`src/rtl/rvc_pkg.sv`:
```
package rvc_pkg;
  // Width of a count that ranges over 0..rules inclusive.
  function automatic int score_bits(input int rules);
    return (rules < 1) ? 1 : $clog2(rules + 1);
  endfunction

  // Width of an index over cats categories, at least one bit.
  function automatic int index_bits(input int cats);
    return (cats < 2) ? 1 : $clog2(cats);
  endfunction
endpackage

```
`src/rtl/rvc_rule_bank.sv`:
```
module rvc_rule_bank #(
  parameter int RULES = 20,
  parameter int UNITS = 6
) (
  input  logic [RULES*UNITS-1:0] rule_bits_i,
  output logic [RULES-1:0]       rule_hit_o
);
  // One wide AND per rule across its unit bits.
  for (genvar m = 0; m < RULES; m++) begin : g_rule
    assign rule_hit_o[m] = &rule_bits_i[m*UNITS +: UNITS];
  end
endmodule

```
`src/rtl/rvc_vote_counter.sv`:
```
module rvc_vote_counter #(
  parameter int RULES = 20,
  localparam int SW = rvc_pkg::score_bits(RULES)
) (
  input  logic [RULES-1:0] hit_i,
  output logic [SW-1:0]    score_o
);
  always_comb begin
    score_o = '0;
    for (int i = 0; i < RULES; i++) begin
      score_o = score_o + SW'(hit_i[i]);
    end
  end
endmodule

```
`src/rtl/rvc_max_tree.sv`:
```
module rvc_max_tree #(
  parameter int CATS  = 5,
  parameter int RULES = 20,
  localparam int SW    = rvc_pkg::score_bits(RULES),
  localparam int IW    = rvc_pkg::index_bits(CATS),
  localparam int LEAVES = 1 << $clog2(CATS),
  localparam int NODES  = 2 * LEAVES - 1
) (
  input  logic [CATS*SW-1:0] scores_i,
  output logic [IW-1:0]      win_idx_o,
  output logic [SW-1:0]      win_score_o
);
  // Heap layout: node i has children 2i+1 (lower indices) and 2i+2.
  logic [SW-1:0] node_score [NODES];
  logic [IW-1:0] node_idx   [NODES];

  for (genvar j = 0; j < LEAVES; j++) begin : g_leaf
    if (j < CATS) begin : g_real
      assign node_score[LEAVES-1+j] = scores_i[j*SW +: SW];
      assign node_idx[LEAVES-1+j]   = IW'(j);
    end else begin : g_pad
      // Padding sits on the right and can never beat a real score.
      assign node_score[LEAVES-1+j] = '0;
      assign node_idx[LEAVES-1+j]   = '0;
    end
  end

  for (genvar i = 0; i < LEAVES - 1; i++) begin : g_node
    logic take_right;
    // Strict compare: equal scores keep the lower-index side.
    assign take_right    = node_score[2*i+2] > node_score[2*i+1];
    assign node_score[i] = take_right ? node_score[2*i+2] : node_score[2*i+1];
    assign node_idx[i]   = take_right ? node_idx[2*i+2]   : node_idx[2*i+1];
  end

  assign win_idx_o   = node_idx[0];
  assign win_score_o = node_score[0];
endmodule

```
`src/rtl/rule_vote_classifier.sv`:
```
module rule_vote_classifier #(
  parameter int CATS  = 5,
  parameter int RULES = 20,
  parameter int UNITS = 6,
  localparam int SW   = rvc_pkg::score_bits(RULES),
  localparam int IW   = rvc_pkg::index_bits(CATS),
  localparam int CATW = RULES * UNITS
) (
  input  logic                        clk,
  input  logic                        rst_n,
  input  logic                        res_valid_i,
  input  logic [CATS*RULES*UNITS-1:0] unit_bits_i,
  output logic                        dec_valid_o,
  output logic [IW-1:0]               win_idx_o,
  output logic [SW-1:0]               win_score_o
);
  logic [CATS*SW-1:0] cat_scores;
  logic [IW-1:0]      best_idx;
  logic [SW-1:0]      best_score;

  for (genvar k = 0; k < CATS; k++) begin : g_cat
    logic [RULES-1:0] hits;

    rvc_rule_bank #(.RULES(RULES), .UNITS(UNITS)) u_bank (
      .rule_bits_i (unit_bits_i[k*CATW +: CATW]),
      .rule_hit_o  (hits)
    );

    rvc_vote_counter #(.RULES(RULES)) u_count (
      .hit_i   (hits),
      .score_o (cat_scores[k*SW +: SW])
    );
  end

  rvc_max_tree #(.CATS(CATS), .RULES(RULES)) u_max (
    .scores_i    (cat_scores),
    .win_idx_o   (best_idx),
    .win_score_o (best_score)
  );

  always_ff @(posedge clk or negedge rst_n) begin
    if (!rst_n) begin
      dec_valid_o <= 1'b0;
      win_idx_o   <= '0;
      win_score_o <= '0;
    end else begin
      dec_valid_o <= res_valid_i;
      if (res_valid_i) begin
        win_idx_o   <= best_idx;
        win_score_o <= best_score;
      end
    end
  end
endmodule

```
`config.mk`:
```
export PLATFORM = sky130hd
export DESIGN_NAME = rule_vote_classifier
export DESIGN_NICKNAME = d
export VERILOG_FILES = /design/src/rtl/rvc_pkg.sv /design/src/rtl/rvc_rule_bank.sv /design/src/rtl/rvc_vote_counter.sv /design/src/rtl/rvc_max_tree.sv /design/src/rtl/rule_vote_classifier.sv
export SDC_FILE = /design/constraint.sdc
export NUM_CORES = 1
export LEC_CHECK = 0
export BUFFER_PORTS_ARGS = -buffer_cell sky130_fd_sc_hd__buf_2
export CAP_MARGIN = 10
export CORE_AREA = 3 3 239 241
export CTS_CLUSTER_DIAMETER = 80
export DETAILED_ROUTE_END_ITERATION = 7
export DIE_AREA = 0 0 242 244
export GPL_TIMING_DRIVEN = 0
export PLACE_DENSITY = 0.3
export SYNTH_ARGS = -nofsm -noshare
export SYNTH_HDL_FRONTEND = slang
export SYNTH_HIERARCHICAL = 1
export SYNTH_SLANG_ARGS = --single-unit
```
`constraint.sdc`:
```
create_clock -name clk -period 1 [get_ports clk]
set_input_delay 0.15 -clock clk [delete_from_list [all_inputs] [get_ports clk]]
set_output_delay 0.15 -clock clk [all_outputs]
set_load 0.005 [all_outputs]
```
==> impl_results.md, run 1 <==
- Worst r2r path cells: 1
- Transition time at the pin with the least slew margin: 0.403 ns
- Num CTS Buffers: 3
- Power per standard cell area: 842 nW/um^2
- Endpoint of the lowest-slack register-to-register path: win_idx_o[1]
- Initial standard-cell utilization of the core: 9.23%
- Number of DRC markers in iteration 0: 94
- Residual DRC: 0
- H-tree depth: 1
- Status: finished with violations
- Share of cells above drive strength 1: 56.6%
- Area leader, netlist: sky130_fd_sc_hd__fa_1
- HPWL after DPL: 25.0 mm
- Average cell area after synthesis: 7.34 sq um
- Longest individual stage delay on the worst path: 0.55 ns
- Largest net degree at the start of global routing: 10
- Routed length per instance: 12.6 um
- Overall die width: 242 um
- Clock Latency Late Sink: 0.23 ns
- Number of maximum-capacitance constraint violations: 0
- Final period util: 783%
- Layout net count: 2,075
- Worst Hold Path EP: dec_valid_o
- Core Footprint: 55,100 sq um
- Initial antenna violation count: 1
- Global route total overflow: 0
- Kind of critical path: input port to register
- Final GP Congestion: 0.894
- Final count of hold timing violations: 0
- Number of enable-type register cells in the synthesized netlist: 0
- Highest ir drop seen on vdd: 0.734 mV
- Post-synth ARST share: 100%
- Area of the mapped netlist: 5090 sq um
- Post-synthesis sequential element count: 9
- Tightest Hold Check Type: input port to register
- Placement row count: 86
- Routed wire length: 26.4 mm
- Final core occ: 18.5%
- Pre-CTS WS: -7.87 ns
- Synth cell types: 37
- Static leakage: 5.09 nW
- Achievable clock frequency: 0.128 GHz
- Synthesized net count: 1,421
- Total Die Area: 59,000 sq um
- Required @ worst endpoint: 1.11 ns
- Top cell types by occurrence after synthesis: 143 x sky130_fd_sc_hd__inv_1, 109 x sky130_fd_sc_hd__nor2_1, 106 x sky130_fd_sc_hd__nand2_1
- Critical R2R Launch: win_idx_o[1]
- Post-route worst setup slack: -6.83 ns
- Failing checks: setup timing
- Detailed Routing Iterations Pass 1: 4
- # placed instances: 2,052
- Boundary Pins: 612
- Deepest clock path buffer count: 2
- Worst min-delay path startpoint: res_valid_i
- Area delta synth->final: 100%
- Number of standard cells in the final layout excluding fillers: 2,095
- Clock tree skew after final layout: 0 ns
- Setup repair after global routing missed its margin: true
- Cell with the most instances after synthesis: sky130_fd_sc_hd__inv_1
- Worst Hold Depth: 1
- Gate Count Post-Synth: 693
- Tot GR Track Use: 8.38%
- Vias per std cell: 3.35
- Clock sink count: 9
- Die Height: 244 um
- Remaining number of nets flagged by the antenna check after routing: 0
- Register-to-Register Setup Slack: 0.24 ns
- Via count of the first global-routing pass: 7,832
- Max-slew headroom at the worst pin: 73.0%
- Total count of max-transition violations in the final report: 0
- Top post-synthesis cells by area: sky130_fd_sc_hd__fa_1 28%, sky130_fd_sc_hd__ha_1 14%, sky130_fd_sc_hd__nand4_1 12%
- Clock-pin slew on the worst setup and hold paths: 0.04 ns
- Dominant synthesized flop cell: sky130_fd_sc_hd__dfrtp_1
- Total number of vias: 7,024
- Cell chosen for the clock root: sky130_fd_sc_hd__clkbuf_16
- Cell with the biggest individual delay on the critical path: sky130_fd_sc_hd__fa_1
- Post-synthesis sequential area ratio: 4.43%
- Crit end category: register
- Worst hold-check slack: 0.0497 ns
- Wire length of the first global-routing pass: 39.8 mm
- Buffers added on ports: 611
- Final Setup Violations: 8
- Startpoint type of the worst setup path: input port
- CTS tree: yes
- Final critical-path required period: 7.83 ns
- Area share of the leading cell type in the synthesized netlist: 27.6%
- Arrival time of data at the critical path endpoint: 7.95 ns
- FILL cells: 6,297
- Largest driver fanout on the critical path: 7
- Synthesis warning total: 6
==> cell usage in the layout (no fill, tap or decap), types with 5 or more instances in the layout <==
master | netlist | layout
sky130_fd_sc_hd__buf_2 | 0 | 606
sky130_fd_sc_hd__buf_6 | 1 | 12
sky130_fd_sc_hd__mux2_4 | 8 | 11
sky130_fd_sc_hd__nand2_1 | 106 | 102
sky130_fd_sc_hd__nand4_1 | 101 | 101
sky130_fd_sc_hd__fa_2 | 0 | 5
sky130_fd_sc_hd__fa_1 | 70 | 65
sky130_fd_sc_hd__a21o_1 | 5 | 5
sky130_fd_sc_hd__a21oi_1 | 15 | 6
sky130_fd_sc_hd__a21oi_4 | 0 | 7
sky130_fd_sc_hd__inv_1 | 143 | 134
sky130_fd_sc_hd__nor2_4 | 0 | 5
sky130_fd_sc_hd__dfrtp_1 | 9 | 9
sky130_fd_sc_hd__ha_4 | 0 | 8
sky130_fd_sc_hd__buf_4 | 0 | 31
sky130_fd_sc_hd__nor2_1 | 109 | 94
sky130_fd_sc_hd__clkbuf_1 | 4 | 5
sky130_fd_sc_hd__a21oi_2 | 5 | 7
sky130_fd_sc_hd__ha_1 | 55 | 45
sky130_fd_sc_hd__nor2_2 | 0 | 10
sky130_fd_sc_hd__inv_2 | 0 | 9
==> area by class of cell <==
type / instances / area [sq um] / share of cell area (%)
Sequential cell: 9 / 225 / 2.21
Timing Repair Buffer: 649 / 3400 / 33.4
Multi-Input combinational cell: 535 / 4970 / 48.8
Tap cell: 748 / 936 / 9.19
Antenna cell: 1 / 2.50 / 0.0246
Buffer: 5 / 26.3 / 0.258
Clock buffer: 4 / 78.8 / 0.774
Inverter: 144 / 546 / 5.36
==> routing by layer <==
metal	track usage, %	share of wire, %	vias up
met4	1.77	1.9	0
met5	0	0	-
met1	9.12	37	3085
li1	-	-	3591
met2	17.1	55	326
met3	1.02	6.0	22
==> where the power goes <==
group | internal, mW | switching, mW | leakage [nW]
logic | 4.08 | 3.21 | 4.94
clock network | 0.532 | 0.169 | 0.0382
registers | 0.514 | 0.0714 | 0.115
total | 5.12 | 3.45 | 5.09
==> worst max path at each step <==
stage | cells past startpoint | start | endpoint | slack, ns
5_1_grt | 38 | unit_bits_i[178] | win_score_o[4] | -7.17
3_5_place_dp | 37 | unit_bits_i[250] | win_score_o[1] | -7.87
3_3_place_gp | 34 | unit_bits_i[371] | win_score_o[1] | -7.86
6_report | 34 | unit_bits_i[178] | win_score_o[1] | -6.83
4_1_cts | 36 | unit_bits_i[249] | win_score_o[1] | -6.89
2_1_floorplan | 31 | unit_bits_i[214] | win_score_o[1] | -6.44
==> stage by stage <==
step,area [sq um],total power [mW],TNS (ns)
after floorplan,5330,3.52,-50.74
after global placement,9320,5.66,-61.43
after detailed placement,9320,5.65,-61.42
after CTS,9950,7.91,-54.52
after global routing,10200,9.26,-57.07
final,10200,8.57,-54.35
==> logic make-up after synthesis <==
| group | share of synthesized area, % |
|---|---|
| compound gates | 7.60 |
| xor+xnor | 1.72 |
| fa+ha+maj | 41.1 |
| buf+inv | 11.1 |
| flops | 4.43 |
| mux | 4.26 |
| simple gates | 29.8 |
==> what timing repair did <==
| action | 4_1_cts | 5_1_grt |
|---|---|---|
| resized for setup | 61 | 38 |
| buffers inserted | 29 | 8 |
| endpoints found under the hold margin | 9 | 0 |
| hold buffers | 1 | 0 |
| pin swaps | 45 | 46 |
| endpoints found under the setup margin | 8 | 8 |
==> worst max-delay path: cells and delay by family <==
family / cells / cell delay [ns]
compound gates: 7 / 1.30
buf+inv: 8 / 0.92
mux: 2 / 0.55
simple gates: 7 / 1.02
fa+ha+maj: 10 / 3.97
==> flip-flops by register name, summed over array words and instances, names as in the netlist <==
register	flops
win_score_o	5
win_idx_o	3
dec_valid_o	1
Note: power is estimated with default switching activity, not from simulation.
==> run 2: changes to the inputs <==
- SETUP_SLACK_MARGIN: not set -> 0.15
==> run 2 against run 1 <==
Against the previous run:
- the flow still finishes with violations (setup timing)
- sequential share of layout area is essentially flat
- highest routed layer unchanged
- combinational power rose by 2%
- non-clock buffer count increased by 2
- power rose by 1.8%
- maximum frequency hardly changed
==> impl_results.md, run 2 (synthesized netlist as in run 1, its figures left out) <==
- Clock tree skew after final layout: 0 ns (unchanged)
- Final critical-path required period: 7.83 ns (-0.00501 ns)
- Initial antenna violation count: 1 (unchanged)
- Final Setup Violations: 8 (unchanged)
- Post-route worst setup slack: -6.83 ns (+0.00501 ns)
- Psw: 3.47 mW (+0.64%)
- Commonest cells after routing, fill and taps aside: 601 x sky130_fd_sc_hd__buf_2, 134 x sky130_fd_sc_hd__inv_1, 102 x sky130_fd_sc_hd__nand2_1, 101 x sky130_fd_sc_hd__nand4_1, 94 x sky130_fd_sc_hd__nor2_1
- Vias per std cell: 3.36 (+0.12%)
- Cell family with the largest share of critical-path delay: adder cells
- Clock sink count: 9 (unchanged)
- HPWL after DPL: 25.0 mm (unchanged)
- Residual DRC: 0 (unchanged)
- Max reg flops: 5 (unchanged)
- Largest register by flop count: win_score_o
- Boundary Pins: 612 (unchanged)
- Number of standard cells in the final layout excluding fillers: 2,097 (+0.095%)
- Deepest clock path buffer count: 2 (unchanged)
- CTS tree: yes
- Final GP Congestion: 0.894 (unchanged)
- Static leakage: 5.11 nW (+0.34%)
- Arrival time of data at the critical path endpoint: 7.94 ns (about the same)
- Kind of critical path: input port to register
- Final standard cell area without fillers: 10,200 sq um (+0.45%)
- Placement row count: 86 (unchanged)
- Final count of hold timing violations: 0 (unchanged)
- Cell chosen for the clock root: sky130_fd_sc_hd__clkbuf_16
- Required @ worst endpoint: 1.11 ns (about the same)
- # placed instances: 2,052 (unchanged)
- Part of the total power dissipated in the clock network: 8.0% (-0.2 points)
- Achievable clock frequency: 0.128 GHz (about the same)
- Num CTS Buffers: 3 (unchanged)
- Max-slew headroom at the worst pin: 73.2% (+0.15 points)
- Failing checks: setup timing
- H-tree depth: 1 (unchanged)
- Longest individual stage delay on the worst path: 0.58 ns (+0.03 ns)
- Placed Area: 9320 sq um (unchanged)
- Routed wire length: 26.4 mm (about the same)
- FILL cells: 6,293 (-0.064%)
- Crit end category: register
- Number of DRC markers in iteration 0: 115 (+22%)
- Setup repair after global routing missed its margin: true
- Transition time at the pin with the least slew margin: 0.401 ns (-0.00267 ns)
- Largest net degree at the start of global routing: 10 (unchanged)
- Wire length of the first global-routing pass: 39.8 mm (+0.10%)
- Cell with the biggest individual delay on the critical path: sky130_fd_sc_hd__fa_1
- Clock Latency Late Sink: 0.23 ns (about the same)
- Worst hold-check slack: 0.0498 ns (+0.000181 ns)
- Clock-pin slew on the worst setup and hold paths: 0.04 ns (about the same)
- Tot GR Track Use: 8.38% (about the same)
- Initial standard-cell utilization of the core: 9.23% (unchanged)
- Via count of the first global-routing pass: 7,843 (+0.14%)
- Total count of max-transition violations in the final report: 0 (unchanged)
- PnR Total Power: 8.73 mW (+1.8%)
- Pre-CTS WS: -7.87 ns (unchanged)
- Final period util: 783% (about the same)
- Switching share of power: 39.8% (-0.46 points)
- Number of maximum-capacitance constraint violations: 0 (unchanged)
- Share of total power in combinational logic: 85.0% (about the same)
- Power per standard cell area: 853 nW/um^2 (+1.3%)
- Detailed Routing Iterations Pass 1: 4 (unchanged)
- Regs by FF count: win_score_o: 5 flops, win_idx_o: 3 flops, dec_valid_o: 1 flops
- Startpoint type of the worst setup path: input port
- Internal Power: 5.26 mW (+2.6%)
- Total number of vias: 7,039 (+0.21%)
- Area delta synth->final: 101%
- Power share of the sequential group: 6.9% (about the same)
- Final core occ: 18.6% (+0.084 points)
- Die Height: 244 um (unchanged)
- Layout net count: 2,077 (+0.096%)
- Routed length per instance: 12.6 um (about the same)
- Total Die Area: 59,000 sq um (unchanged)
- Final-layout setup total negative slack: -54.32 ns (+0.0373 ns)
- Overall die width: 242 um (unchanged)
- Global route total overflow: 0 (unchanged)
- Status: finished with violations
- Largest driver fanout on the critical path: 7 (unchanged)
- Highest ir drop seen on vdd: 0.742 mV (+1.1%)
- Remaining number of nets flagged by the antenna check after routing: 0 (unchanged)
- Buffers added on ports: 611 (unchanged)
- Commonest non-fill, non-tap cell in the layout: sky130_fd_sc_hd__buf_2
- Number of buffers and inverters on the critical path: 7 (-1)
- Core Footprint: 55,100 sq um (unchanged)
- Tightest Hold Check Type: input port to register
- Share of cells above drive strength 1: 56.7% (+0.064 points)
run 2: changes by cell type in the layout (fill, tap and decap cells not counted), sizes merged:
cell	delta
buf	+2
run 2: worst paths after layout:
path | depth (start not counted) | slack (ns) | endpoint | startpoint
max | 34 | -6.83 | win_score_o[1] | unit_bits_i[178]
min | 1 | 0.05 | dec_valid_o | res_valid_i
max reg2reg | 2 | 0.11 | win_score_o[4] | win_score_o[4]
min reg2reg | 1 | 0.51 | win_idx_o[0] | win_idx_o[0]
max in group asynchronous | 2 | 0.51 | win_score_o[4] | rst_n
min in group asynchronous | 2 | 0.32 | dec_valid_o | rst_n
run 2: cell type report:
| type | instances | area [sq um] | share of cell area (%) |
|---|---|---|---|
| Antenna cell | 1 | 2.50 | 0.0245 |
| Buffer | 5 | 26.3 | 0.257 |
| Clock buffer | 4 | 78.8 | 0.770 |
| Inverter | 144 | 546 | 5.33 |
| Multi-Input combinational cell | 535 | 4970 | 48.6 |
| Sequential cell | 9 | 225 | 2.20 |
| Tap cell | 748 | 936 | 9.15 |
| Timing Repair Buffer | 651 | 3450 | 33.7 |
run 2: per-layer routing:
layer / track usage [%] / wire, um
met1: 9.13 / 9700
met2: 17.1 / 14600
met3: 1.02 / 1580
met4: 1.79 / 513
met5: 0 / 0
run 2: repair_timing:
item | 4_1_cts | 5_1_grt
hold buffers | 1 | 0
endpoints found under the setup margin | 17 | 17
resized for setup | 67 | 38
pin swaps | 45 | 46
setup buffers | 30 | 9
endpoints found under the hold margin | 9 | 0
run 2: worst reg2reg max path: cells and delay by family (launching register included):
family,cells,cell delay [ns]
multiplexers,1,0.25
flip-flops,1,0.38
buffers and inverters,1,0.14
run 2: power by group through the flow:
stage	registers, mW	logic, mW	clock network [mW]
finish	0.606	7.42	0.701
global route	0.627	8.07	0.734
CTS	0.610	6.72	0.718
detailed placement	0.586	5.06	0
global placement	0.593	5.06	0
floorplan	0.595	2.93	0
